[src/rtl/pll_pd_pkg.sv]
package pll_pd_pkg;
  typedef enum logic [1:0] {
    MODE_AUTO_A = 2'b00,
    MODE_AUTO_B = 2'b01,
    MODE_ON     = 2'b10,
    MODE_OFF    = 2'b11
  } pd_mode_e;
endpackage

[src/rtl/pll_ref_div.sv]
module pll_ref_div #(
  parameter int DIV_LO   = 125,
  parameter int DIV_HI   = 100,
  parameter int SLOW_DIV = 32
) (
  input  logic clk_i,
  input  logic rst_ni,
  input  logic sel_i,
  output logic tick_o,
  output logic slow_o
);
  localparam int MAXDIV = (DIV_LO > DIV_HI) ? DIV_LO : DIV_HI;
  localparam int CW     = $clog2(MAXDIV);
  localparam int SW     = $clog2(SLOW_DIV);

  logic [CW-1:0] cnt_q, last;
  logic [SW-1:0] scnt_q;

  assign last   = sel_i ? CW'(DIV_HI - 1) : CW'(DIV_LO - 1);
  // >= keeps the counter bounded when the ratio shrinks mid-count
  assign tick_o = (cnt_q >= last);
  assign slow_o = tick_o && (scnt_q == SW'(SLOW_DIV - 1));

  always_ff @(posedge clk_i or negedge rst_ni) begin
    if (!rst_ni) begin
      cnt_q  <= '0;
      scnt_q <= '0;
    end else begin
      cnt_q <= tick_o ? '0 : cnt_q + CW'(1);
      if (tick_o) scnt_q <= slow_o ? '0 : scnt_q + SW'(1);
    end
  end

  AST_TICK_SINGLE: assert property (@(posedge clk_i) disable iff (!rst_ni)
    tick_o |=> !tick_o);
endmodule

[src/rtl/pll_pfd_core.sv]
module pll_pfd_core #(
  parameter int ERR_W = 8
) (
  input  logic             clk_i,
  input  logic             rst_ni,
  input  logic             ref_i,
  input  logic             vco_i,
  output logic             up_o,
  output logic             dn_o,
  output logic             done_o,
  output logic             slip_o,
  output logic [ERR_W-1:0] err_o
);
  logic up_q, dn_q, up_n, dn_n, busy;
  logic [ERR_W-1:0] age_q;

  assign up_n   = up_q | ref_i;
  assign dn_n   = dn_q | vco_i;
  assign busy   = up_q | dn_q;
  assign done_o = up_n & dn_n;
  assign slip_o = (ref_i & up_q) | (vco_i & dn_q);
  assign err_o  = busy ? age_q : '0;
  assign up_o   = up_q;
  assign dn_o   = dn_q;

  always_ff @(posedge clk_i or negedge rst_ni) begin
    if (!rst_ni) begin
      up_q  <= 1'b0;
      dn_q  <= 1'b0;
      age_q <= '0;
    end else begin
      up_q <= up_n & ~done_o;
      dn_q <= dn_n & ~done_o;
      if (done_o || !(up_n || dn_n)) age_q <= '0;
      else if (!busy)                age_q <= ERR_W'(1);
      else if (age_q != '1)          age_q <= age_q + ERR_W'(1);
    end
  end

  AST_NO_BOTH_PUMP: assert property (@(posedge clk_i) disable iff (!rst_ni)
    !(up_q && dn_q));
endmodule

[src/rtl/pll_lock_det.sv]
module pll_lock_det #(
  parameter int LOCK_CNT = 8,
  parameter int LOCK_WIN = 2,
  parameter int ERR_W    = 8
) (
  input  logic             clk_i,
  input  logic             rst_ni,
  input  logic             done_i,
  input  logic             slip_i,
  input  logic [ERR_W-1:0] err_i,
  output logic             lock_o
);
  localparam int LW = $clog2(LOCK_CNT + 1);

  logic [LW-1:0] run_q;
  logic good, bad;

  assign good   = done_i && !slip_i && (err_i < ERR_W'(LOCK_WIN));
  assign bad    = slip_i || (done_i && (err_i >= ERR_W'(LOCK_WIN)));
  assign lock_o = (run_q == LW'(LOCK_CNT));

  always_ff @(posedge clk_i or negedge rst_ni) begin
    if (!rst_ni)                  run_q <= '0;
    else if (bad)                 run_q <= '0;
    else if (good && !lock_o)     run_q <= run_q + LW'(1);
  end

  AST_BAD_DROPS_LOCK: assert property (@(posedge clk_i) disable iff (!rst_ni)
    bad |=> !lock_o);
  AST_LOCK_FROM_GOOD: assert property (@(posedge clk_i) disable iff (!rst_ni)
    $rose(lock_o) |-> $past(good));
endmodule

[src/rtl/pll_pd_top.sv]
module pll_pd_top
  import pll_pd_pkg::*;
#(
  parameter int XTAL_DIV_LO = 125,
  parameter int XTAL_DIV_HI = 100,
  parameter int SLOW_RATIO  = 32,
  parameter int LOCK_COUNT  = 8,
  parameter int LOCK_WINDOW = 2,
  parameter int ERR_W       = 8
) (
  input  logic       clk_i,
  input  logic       rst_ni,
  input  logic       ref_sel_i,
  input  logic [1:0] mode_i,
  input  logic       vco_pulse_i,
  output logic       ref_tick_o,
  output logic       slow_tick_o,
  output logic       up_o,
  output logic       dn_o,
  output logic       det_en_o,
  output logic       lock_o
);
  pd_mode_e         mode;
  logic             up_raw, dn_raw, done, slip, det_en;
  logic [ERR_W-1:0] err;

  assign mode = pd_mode_e'(mode_i);

  pll_ref_div #(.DIV_LO(XTAL_DIV_LO), .DIV_HI(XTAL_DIV_HI), .SLOW_DIV(SLOW_RATIO)) u_div (
    .clk_i, .rst_ni, .sel_i(ref_sel_i), .tick_o(ref_tick_o), .slow_o(slow_tick_o)
  );

  pll_pfd_core #(.ERR_W(ERR_W)) u_pfd (
    .clk_i, .rst_ni, .ref_i(ref_tick_o), .vco_i(vco_pulse_i),
    .up_o(up_raw), .dn_o(dn_raw), .done_o(done), .slip_o(slip), .err_o(err)
  );

  pll_lock_det #(.LOCK_CNT(LOCK_COUNT), .LOCK_WIN(LOCK_WINDOW), .ERR_W(ERR_W)) u_lock (
    .clk_i, .rst_ni, .done_i(done), .slip_i(slip), .err_i(err), .lock_o(lock_o)
  );

  always_comb begin
    unique case (mode)
      MODE_ON:  det_en = 1'b1;
      MODE_OFF: det_en = 1'b0;
      default:  det_en = ~lock_o;
    endcase
  end

  assign det_en_o = det_en;
  assign up_o     = up_raw & det_en;
  assign dn_o     = dn_raw & det_en;

  AST_SLOW_ON_REF: assert property (@(posedge clk_i) disable iff (!rst_ni)
    slow_tick_o |-> ref_tick_o);
  AST_FORCED_OFF_QUIET: assert property (@(posedge clk_i) disable iff (!rst_ni)
    (mode_i == 2'b11) |-> (!up_o && !dn_o));
  AST_AUTO_LOCK_QUIET: assert property (@(posedge clk_i) disable iff (!rst_ni)
    (!mode_i[1] && lock_o) |-> (!up_o && !dn_o));
  AST_FORCED_ON_EN: assert property (@(posedge clk_i) disable iff (!rst_ni)
    (mode_i == 2'b10) |-> det_en_o);
endmodule

[config.mk]
export PLATFORM = sky130hd
export DESIGN_NAME = pll_pd_top
export DESIGN_NICKNAME = d
export VERILOG_FILES = /design/src/rtl/pll_pd_pkg.sv /design/src/rtl/pll_ref_div.sv /design/src/rtl/pll_pfd_core.sv /design/src/rtl/pll_lock_det.sv /design/src/rtl/pll_pd_top.sv
export SDC_FILE = /design/constraint.sdc
export NUM_CORES = 1
export LEC_CHECK = 0
export BUFFER_PORTS_ARGS = -buffer_cell sky130_fd_sc_hd__buf_2
export CORE_UTILIZATION = 35
export CTS_CLUSTER_DIAMETER = 80
export DETAILED_ROUTE_END_ITERATION = 16
export PLACE_DENSITY = 0.53
export SKIP_LAST_GASP = 1
export SYNTH_ARGS = -nofsm -noshare
export SYNTH_HDL_FRONTEND = slang
export SYNTH_SLANG_ARGS = --single-unit
[constraint.sdc]
create_clock -name clk_i -period 6.86 [get_ports clk_i]
set_input_delay 0.686 -clock clk_i [delete_from_list [all_inputs] [get_ports clk_i]]
set_output_delay 0.686 -clock clk_i [all_outputs]
set_load 0.005 [all_outputs]
==> results.tsv <==
metric	value	unit
status	finished clean	
ios	12	
drt_iter0_drc	59	
sw_frac_of_total	0.342	
min_period	2.75	ns
port_buffers	11	
place_ws	3.79	ns
grt_max_degree	27	
totalWireLength	2.43	mm
die_width	66.4	µm
synth_area_per_cell	10.0	µm²
worst_pin_slew	0.565	ns
drv_slew	0	
rsz0062_at_grt	no	
finalSetupTns	0	ns
track_usage	0.133	
cts_made_buffers	3	
die_h	66.4	µm
yosysTopAreaCellShare	0.449	
wl_per_cell	11.6	µm
syn_inst	145	
yosysWarnings	0	
post_cts_buffers	0	
ir_drop	0.000153	V
syn_area	1450	µm²
async_flop_share	1.00	
synth_area_leaders	dfrtp_1 (45%), ha_1 (12%), nor2_1 (4.4%)	
max-slew-margin-rel	0.623	
ctsResizeCount	0	
nNetsFinal	180	
p_int	0.371	mW
ctsRootBufferMaster	clkbuf_8	
worst-path-max-fanout	18	
power.total	0.565	mW
worstSetupPathType	in -> reg	
firstDrtPassIters	4	
power_leakage	0.786	nW
yosysUniqueCellTypes	34	
drc	0	
seq_power_share	0.461	
clkLatencyLatePin	0.27	ns
syn-num-nets	165	
synthToLayoutAreaGrowth	12.9	%
max_freq	364	MHz
pwr-share-clk	0.221	
n_antenna_cell	0	
min_path_type	in -> async	
cts_tree	done	
fin_ws	4.11	ns
vias	1065	
yosys_register_bits	26	
rows	23	
antenna_found_initial	0	
max-cap-violations	0	
p_per_area	345	nW/µm²
hold_viol	0	
drive_gt1_frac	0.151	
globalplace.congestion	0.738	
fin_crit_sh	0.400	
coreArea	4000	µm²
dpl.hpwl	1.81	mm
required	7.01	ns
start_util	0.363	
finalSetupViolations	0	
fin_skew	0.00671	ns
htree_levels	1	
crit_arrival	2.89	ns
clkTransAtPathRegs	0.08	ns
synth.top_cells.by_count	dfrtp_1 (26), nor2_1 (17), ha_1 (14)	
synth_edf_count	0	
grt_first_pass_wirelength	4.42	mm
synth_top_flop_cell	dfrtp_1	
combPwrFrac	0.318	
yosysMostFrequentCell	dfrtp_1	
ant_nets	0	
grt_pass1_vias	1018	
vias_per_cell	5.10	
worst_setup_path_end_kind	flop	
cts_hold_buf	0	
clock_sinks	26	
grt.overflow.total	0	
clockBufferDepth	2	
power_switching	0.193	mW
ys_seq_area_frac	0.449	
synth_top_cell_by_area	dfrtp_1	
die_area	4400	µm²
start_kind	input port	
==> logic make-up (layout without fill, tap and decap cells) <==
logic type                 after synthesis  count (layout)  synth area share
adders and majority gates               14              14             0.121
DFF                                     26              26             0.449
buffers and inverters                   10              24            0.0276
xor gates and xnor gates                 9               9            0.0544
AOI/OAI and AO/OA                       24              24             0.108
and+or+nand+nor                         58              58             0.212
muxes                                    4               4            0.0285
==> metrics by stage <==
step | hold WS [ns] | cells | util | instance area (µm²)
finish | 0.400 | 209 | 0.409 | 1640
global route | 0.458 | 209 | 0.409 | 1640
CTS | 0.424 | 209 | 0.409 | 1640
detailed placement | 0.477 | 205 | 0.391 | 1570
global placement | 0.475 | 205 | 0.391 | 1570
floorplan | 0.390 | 145 | - | 1450
==> sequential cells by signal, indices dropped and copies added (netlist names) <==
register and flops:
u_pfd.age_q 8, u_pfd.dn_o 1, u_div.cnt_q 7, u_div.scnt_q 5, u_pfd.up_o 1, u_lock.run_q 4
==> critical path, stage by stage <==
cell,delay (ns)
buf_2,0.13
ha_1,0.32
a21o_1,0.17
a31oi_1,0.15
o21ai_1,0.09
buf_4,0.20
or2_2,0.32
ha_1,0.32
o21ai_1,0.28
o21bai_1,0.18
a31oi_1,0.05
==> layout make-up <==
| cell class | instances | area (µm²) |
|---|---|---|
| Multi-Input combinational cell | 109 | 759 |
| Clock buffer | 3 | 41.3 |
| Sequential cell | 26 | 651 |
| Clock inverter | 1 | 30.0 |
| Timing Repair Buffer | 12 | 62.6 |
| Tap cell | 50 | 62.6 |
| Inverter | 8 | 30.0 |
| Fill cell | 395 | 2360 |
==> layer usage <==
metal  track usage  wire length (µm)
met3        0.0362                92
met1         0.160              1130
met4        0.0399                27
met2         0.228              1180
met5             0                 0
==> power by group through the flow <==
stage / combinational (mW) / sequential, mW / clock [mW]
after floorplan: 0.143 / 0.251 / 0
after global placement: 0.173 / 0.263 / 0
after detailed placement: 0.183 / 0.264 / 0
after CTS: 0.185 / 0.261 / 0.131
after global routing: 0.213 / 0.272 / 0.135
final: 0.180 / 0.260 / 0.125
==> final timing paths <==
path,start,to,slack (ns),cells past startpoint
min reg2reg,u_div.cnt_q[0]$_DFF_PN0_,u_div.cnt_q[0]$_DFF_PN0_,0.48,1
max in group asynchronous,rst_ni,u_pfd.age_q[1]$_DFFE_PN0P_,6.09,1
max,ref_sel_i,u_pfd.age_q[3]$_DFFE_PN0P_,4.11,11
max reg2reg,u_div.cnt_q[2]$_DFF_PN0_,u_pfd.age_q[3]$_DFFE_PN0P_,4.24,10
min in group clk_i,u_div.cnt_q[0]$_DFF_PN0_,u_div.cnt_q[0]$_DFF_PN0_,0.48,1
min,rst_ni,u_pfd.age_q[3]$_DFFE_PN0P_,0.40,1
==> cell usage in the layout, fill, tap and decap left out, types with 2 or more instances in the layout <==
cell type / count
buf_2: 11
nand2_1: 4
o21ai_1: 2
xnor2_1: 4
o2bb2ai_1: 3
xor2_1: 5
inv_1: 8
nand4_1: 2
a21oi_1: 2
nand2b_1: 4
o21ai_0: 5
or2_2: 3
and3_2: 2
nand3_1: 9
and3_1: 6
dfrtp_1: 26
nor2_1: 17
ha_1: 14
nor3_1: 2
clkbuf_8: 3
a31oi_1: 5
mux2i_1: 3
and2_1: 4
a21o_1: 2
Note: power is estimated with default switching activity, not from simulation.
